<file path="config.mk">
export PLATFORM = sky130hd
export DESIGN_NAME = memtap_port
export DESIGN_NICKNAME = d
export VERILOG_FILES = /design/src/rtl/memtap_pkg.sv /design/src/rtl/memtap_fsm.sv /design/src/rtl/memtap_ir.sv /design/src/rtl/memtap_dr.sv /design/src/rtl/memtap_port.sv
export SDC_FILE = /design/constraint.sdc
export NUM_CORES = 1
export LEC_CHECK = 0
export BUFFER_PORTS_ARGS = -buffer_cell sky130_fd_sc_hd__buf_4
export CORE_UTILIZATION = 61
export DETAILED_ROUTE_END_ITERATION = 10
export PLACE_DENSITY_LB_ADDON = 0.25
export SKIP_LAST_GASP = 1
export SYNTH_ARGS = -nofsm -noshare
export SYNTH_HDL_FRONTEND = slang
export SYNTH_SLANG_ARGS = --single-unit
</file>
<file path="constraint.sdc">
create_clock -name tck -period 4.2 [get_ports tck]
set_clock_uncertainty 0.05 [all_clocks]
set_input_delay 0.21 -clock tck [delete_from_list [all_inputs] [get_ports tck]]
set_output_delay 0.21 -clock tck [all_outputs]
set_load 0.01 [all_outputs]
</file>
<file path="src/rtl/memtap_pkg.sv">
package memtap_pkg;
  localparam int IR_W = 3;

  typedef enum logic [3:0] {
    ST_TLR, ST_RTI,
    ST_SELDR, ST_CAPDR, ST_SHDR, ST_EX1DR, ST_PSDR, ST_EX2DR, ST_UPDR,
    ST_SELIR, ST_CAPIR, ST_SHIR, ST_EX1IR, ST_PSIR, ST_EX2IR, ST_UPIR
  } tap_st_e;

  typedef enum logic [1:0] {SEL_BYP, SEL_ID, SEL_BSR} dr_sel_e;

  localparam logic [IR_W-1:0] OP_EXTEST = 3'b000;
  localparam logic [IR_W-1:0] OP_IDENT  = 3'b001;
  localparam logic [IR_W-1:0] OP_SAMPZ  = 3'b010;
  localparam logic [IR_W-1:0] OP_SAMPLE = 3'b100;
  localparam logic [IR_W-1:0] OP_BYPASS = 3'b111;
endpackage

</file>
<file path="src/rtl/memtap_fsm.sv">
module memtap_fsm
  import memtap_pkg::*;
(
  input  logic    tck,
  input  logic    rst,
  input  logic    tms,
  output tap_st_e st
);
  tap_st_e nxt;

  always_comb begin
    unique case (st)
      ST_TLR:   nxt = tms ? ST_TLR   : ST_RTI;
      ST_RTI:   nxt = tms ? ST_SELDR : ST_RTI;
      ST_SELDR: nxt = tms ? ST_SELIR : ST_CAPDR;
      ST_CAPDR: nxt = tms ? ST_EX1DR : ST_SHDR;
      ST_SHDR:  nxt = tms ? ST_EX1DR : ST_SHDR;
      ST_EX1DR: nxt = tms ? ST_UPDR  : ST_PSDR;
      ST_PSDR:  nxt = tms ? ST_EX2DR : ST_PSDR;
      ST_EX2DR: nxt = tms ? ST_UPDR  : ST_SHDR;
      ST_UPDR:  nxt = tms ? ST_SELDR : ST_RTI;
      ST_SELIR: nxt = tms ? ST_TLR   : ST_CAPIR;
      ST_CAPIR: nxt = tms ? ST_EX1IR : ST_SHIR;
      ST_SHIR:  nxt = tms ? ST_EX1IR : ST_SHIR;
      ST_EX1IR: nxt = tms ? ST_UPIR  : ST_PSIR;
      ST_PSIR:  nxt = tms ? ST_EX2IR : ST_PSIR;
      ST_EX2IR: nxt = tms ? ST_UPIR  : ST_SHIR;
      ST_UPIR:  nxt = tms ? ST_SELDR : ST_RTI;
      default:  nxt = ST_TLR;
    endcase
  end

  always_ff @(posedge tck) begin
    if (rst) st <= ST_TLR;
    else     st <= nxt;
  end
endmodule

</file>
<file path="src/rtl/memtap_ir.sv">
module memtap_ir
  import memtap_pkg::*;
(
  input  logic            tck,
  input  logic            rst,
  input  tap_st_e         st,
  input  logic            tdi,
  output logic [IR_W-1:0] ir_q,
  output logic            ir_lsb
);
  localparam logic [IR_W-1:0] CAP_PAT = IR_W'(1);

  logic [IR_W-1:0] ir_sh;

  always_ff @(posedge tck) begin
    if (rst) begin
      ir_sh <= CAP_PAT;
      ir_q  <= OP_IDENT;
    end else begin
      unique case (st)
        ST_TLR:   ir_q  <= OP_IDENT;
        ST_CAPIR: ir_sh <= CAP_PAT;
        ST_SHIR:  ir_sh <= {tdi, ir_sh[IR_W-1:1]};
        ST_UPIR:  ir_q  <= ir_sh;
        default:  ;
      endcase
    end
  end

  assign ir_lsb = ir_sh[0];
endmodule

</file>
<file path="src/rtl/memtap_dr.sv">
module memtap_dr
  import memtap_pkg::*;
#(
  parameter int BSR_LEN = 16,
  parameter int ID_W    = 32
) (
  input  logic               tck,
  input  logic               rst,
  input  tap_st_e            st,
  input  logic               tdi,
  input  dr_sel_e            sel,
  input  logic [BSR_LEN-1:0] io_ring,
  input  logic [ID_W-1:0]    id_code,
  output logic               dr_lsb
);
  logic               byp_q;
  logic [ID_W-1:0]    id_sh;
  logic [BSR_LEN-1:0] bsr_sh;

  always_ff @(posedge tck) begin
    if (rst) begin
      byp_q  <= 1'b0;
      id_sh  <= '0;
      bsr_sh <= '0;
    end else if (st == ST_CAPDR) begin
      unique case (sel)
        SEL_ID:  id_sh  <= id_code;
        SEL_BSR: bsr_sh <= io_ring;
        default: byp_q  <= 1'b0;
      endcase
    end else if (st == ST_SHDR) begin
      unique case (sel)
        SEL_ID:  id_sh  <= {tdi, id_sh[ID_W-1:1]};
        SEL_BSR: bsr_sh <= {tdi, bsr_sh[BSR_LEN-1:1]};
        default: byp_q  <= tdi;
      endcase
    end
  end

  always_comb begin
    unique case (sel)
      SEL_ID:  dr_lsb = id_sh[0];
      SEL_BSR: dr_lsb = bsr_sh[0];
      default: dr_lsb = byp_q;
    endcase
  end
endmodule

</file>
<file path="src/rtl/memtap_port.sv">
module memtap_port
  import memtap_pkg::*;
#(
  parameter int BSR_LEN = 16,
  parameter int ID_W    = 32
) (
  input  logic               tck,
  input  logic               rst,
  input  logic               tms,
  input  logic               tdi,
  input  logic [BSR_LEN-1:0] io_ring,
  input  logic [ID_W-1:0]    id_code,
  output logic               tdo,
  output logic               tdo_en,
  output logic               mem_hiz
);
  tap_st_e         tap_st;
  logic [IR_W-1:0] ir_q;
  logic            ir_lsb;
  logic            dr_lsb;
  dr_sel_e         sel;

  memtap_fsm u_fsm (.tck(tck), .rst(rst), .tms(tms), .st(tap_st));

  memtap_ir u_ir (
    .tck(tck), .rst(rst), .st(tap_st), .tdi(tdi),
    .ir_q(ir_q), .ir_lsb(ir_lsb)
  );

  always_comb begin
    unique case (ir_q)
      OP_EXTEST, OP_SAMPZ, OP_SAMPLE: sel = SEL_BSR;
      OP_IDENT:                       sel = SEL_ID;
      default:                        sel = SEL_BYP;
    endcase
    mem_hiz = (ir_q == OP_EXTEST) || (ir_q == OP_SAMPZ);
  end

  memtap_dr #(.BSR_LEN(BSR_LEN), .ID_W(ID_W)) u_dr (
    .tck(tck), .rst(rst), .st(tap_st), .tdi(tdi), .sel(sel),
    .io_ring(io_ring), .id_code(id_code), .dr_lsb(dr_lsb)
  );

  always_ff @(negedge tck) begin
    if (rst) begin
      tdo    <= 1'b0;
      tdo_en <= 1'b0;
    end else begin
      tdo_en <= (tap_st == ST_SHDR) || (tap_st == ST_SHIR);
      unique case (tap_st)
        ST_SHDR: tdo <= dr_lsb;
        ST_SHIR: tdo <= ir_lsb;
        default: tdo <= 1'b0;
      endcase
    end
  end
endmodule

</file>
==> results.md <==
* Run status: completed
* Setup TNS at 0 ps
* Post-CTS Setup Inserts at 0
* Slew headroom at 0.259
* PwrDens at 318 mW/mm²
* FF-to-FF setup slack at 630 ps
* Share of layout cells above drive strength 1 at 0.294
* RSZ-0062 raised after global routing: no
* Seq pwr share at 0.488
* CTS Root Cell: clkbuf_8
* Critical Path Stages at 3
* Num CTS Buffers at 9
* Area occupied by registers at 0.00122 mm²
* Yosys Warn Count at 0
* Final setup vio count at 0
* Post-DP Area at 0.00360 mm²
* P_int at 0.932 mW
* FP Rows at 26
* Crit path to: tdo$_SDFF_NP0_
* Setup CP Type: reg2reg
* CP Launch Point: u_fsm.st[3]$_SDFF_PP0_
* Crit path buf inv count at 0
* CTS tree: yes
* Cell family with most CP delay: simple AND/OR/NAND/NOR gates
* Logic pwr share at 0.085
* Crit path launch type: flop
* Mapped Cells at 316
* I/O pin cnt at 55
* CP endpoint kind: flop
* Vias in the first global route at 2,189
* Total track usage at 0.235
* Die X at 75.3 µm
* Avg Vias per Cell at 5.70
* Worst Tran Pin Value at 1110 ps
* Clock power frac at 0.426
* Wire per inst at 14.6 µm
* Post-CTS Resized at 0
* Net Count, Synth at 370
* Final wirelength at 6260 µm
* Max stage delay on crit path at 570 ps
* Critical path data required time at 2360 ps
* Pin count of the biggest net entering global routing at 60
* CTS HTree Levels at 3
* Number of synthesized register bits at 61
* Post-synthesis sequential area ratio at 0.373
* Fillers at 409
* R2R cell count at 3
* Worst path slowest cell: nor4b_4
* Clk buf depth at 2
* Cell Area, Synth at 0.00327 mm²
* Post-synth EDFFs at 0
* Grt ovf at 0
* Port Buf Inserts at 54
* Area Growth Syn to Fin at 15.7%
* Max IR drop VDD at 0.000319 V
* Reg2reg start: u_fsm.st[3]$_SDFF_PP0_
* P_sw at 0.273 mW
* Worst hold-check path type: in2reg
* DP Wirelength at 3980 µm
* NumNets Final at 411
* Die area at 0.00566 mm²
* Initial antenna violation count at 0
* Multi-input logic area at 0.00165 mm²
* Hold_buf cts at 0
* Fraction of registers with async set/reset at 0
* Die H at 75.3 µm
* Initial core utilization at 0.637
* Final hold vios at 0
* Static Leak at 1.19 nW
* Core area at 0.00514 mm²
* Clk sink count at 61
* 1st-iter DRT viols at 197
* Global-route wire length before repair at 9980 µm
* Worst skew pair latency at 340 ps
* ANT cells at 0
* Max-slew violation count at 0
* Via Count at 2,451
* DRC viols at 0
* Clock Pin Slew Worst Setup and Hold Paths at 70 ps
* CP Max Fanout at 21
* Placer Congestion at 0.726
* CP Data Arrival Time at 1720 ps
* Fin util at 0.737
* Antenna Nets Post-Route at 0
* Netlist cell types at 46
* Finished Cell Area at 0.00379 mm²
* CP cell instances: nor4b_4, nand3_1, a21oi_1
* R2r endpoint: tdo$_SDFF_NP0_
* Mean Syn Cell Area at 10.4 µm²
* Max Cap Viol at 0
* Sw frac at 0.226
* Ys flop type: dfxtp_1
* 1st-pass router iterations at 4
## sequential cells by signal (all words and copies together) (netlist names)
signal and cells:
u_fsm.st 4, u_dr.id_sh 32, tdo 1, u_ir.ir_q 3, u_dr.byp_q 1, u_dr.bsr_sh 16
u_ir.ir_sh 3, tdo_en 1
## placed cells by master (no fill, tap or decap), types with 2 or more instances in the layout
cell,synthesis,layout
a21oi_1,7,7
a31oi_1,3,3
buf_4,4,58
clkbuf_1,10,2
clkbuf_8,0,9
dfxtp_1,61,61
ha_1,2,2
inv_1,53,54
mux2i_1,49,49
nand2_1,5,5
nand2b_1,5,5
nand3_1,7,7
nand3b_1,2,2
nor2_1,7,7
nor2b_1,3,3
nor3b_1,2,2
nor4b_1,2,2
o211ai_1,2,2
o21a_1,2,2
o21ai_0,3,3
o21bai_1,2,2
o32ai_1,18,18
o32ai_2,30,30
or3b_1,2,2
## worst min-delay path by stage
| stage | start | endpoint | slack [ps] | cells after the start |
|---|---|---|---|---|
| CTS | rst | u_ir.ir_sh[2]$_SDFFE_PP0P_ | 40 | 2 |
| global placement | rst | u_ir.ir_sh[2]$_SDFFE_PP0P_ | 390 | 2 |
| finish | rst | u_ir.ir_sh[2]$_SDFFE_PP0P_ | 50 | 2 |
| floorplan | tdi | u_ir.ir_sh[2]$_SDFFE_PP0P_ | 330 | 2 |
| detailed placement | rst | u_ir.ir_sh[2]$_SDFFE_PP0P_ | 390 | 2 |
| global route | rst | u_ir.ir_sh[2]$_SDFFE_PP0P_ | 60 | 2 |
## per-stage QoR
step / cells / hold WS [ps] / worst slack, ps / total power, mW
6_report: 430 / 48.1 / 635 / 1.21
5_1_grt: 430 / 61.8 / 403 / 1.25
4_1_cts: 430 / 36.3 / 649 / 1.21
3_5_place_dp: 415 / 389 / 622 / 0.708
3_3_place_gp: 415 / 386 / 641 / 0.706
2_1_floorplan: 316 / 327 / 757 / 0.665
## Yosys cell counts, types with 2 or more instances
library cell | n | area (µm²)
buf_6 | 6 | 67.6
nor4b_1 | 2 | 17.5
o21a_1 | 2 | 15.0
o32ai_1 | 18 | 158
o211ai_1 | 2 | 15.0
o21ai_0 | 3 | 15.0
dfxtp_1 | 61 | 1220
ha_1 | 2 | 25.0
buf_4 | 4 | 30.0
buf_2 | 7 | 35.0
nand2_1 | 5 | 18.8
nand2b_1 | 5 | 31.3
o21bai_1 | 2 | 15.0
inv_1 | 53 | 199
mux2i_1 | 49 | 490
o21ai_2 | 2 | 17.5
nand3_1 | 7 | 35.0
or3b_1 | 2 | 17.5
nor2_1 | 7 | 26.3
nand3b_1 | 2 | 15.0
a31oi_1 | 3 | 18.8
o32ai_2 | 30 | 488
clkbuf_1 | 10 | 37.5
nor2b_1 | 3 | 18.8
nor3b_1 | 2 | 15.0
a21oi_1 | 7 | 35.0
## layer usage
metal	wire, µm	vias to the layer above	global-route usage
li1	-	1229	-
met1	2980	1164	0.307
met2	2870	50	0.374
met3	312	8	0.0656
met4	101	0	0.0864
met5	0	-	0
## area by class of cell
| class | instances | area share |
|---|---|---|
| Clock buffer | 11 | 0.0347 |
| Clock inverter | 5 | 0.0159 |
| Inverter | 53 | 0.0525 |
| Multi-Input combinational cell | 172 | 0.436 |
| Sequential cell | 61 | 0.323 |
| Tap cell | 70 | 0.0231 |
| Timing Repair Buffer | 58 | 0.115 |
## power by group through the flow
| stage | combinational [mW] | clock (mW) | sequential (mW) |
|---|---|---|---|
| 2_1_floorplan | 0.0640 | 0.00447 | 0.597 |
| 3_3_place_gp | 0.101 | 0.00447 | 0.601 |
| 3_5_place_dp | 0.103 | 0.00447 | 0.601 |
| 4_1_cts | 0.103 | 0.519 | 0.589 |
| 5_1_grt | 0.110 | 0.548 | 0.589 |
| 6_report | 0.103 | 0.514 | 0.589 |
## cell families (layout without fill, tap and decap cells)
| family | count (synthesis) | after routing | synth area share |
|---|---|---|---|
| AO/OA/AOI/OAI | 78 | 78 | 0.260 |
| adder cells (fa/ha/maj) | 2 | 2 | 0.00764 |
| buffers and inverters | 83 | 127 | 0.125 |
| flip-flops | 61 | 61 | 0.373 |
| multiplexers | 49 | 49 | 0.150 |
| AND/OR/NAND/NOR | 43 | 43 | 0.0849 |
(Power assumes the default switching activity.)
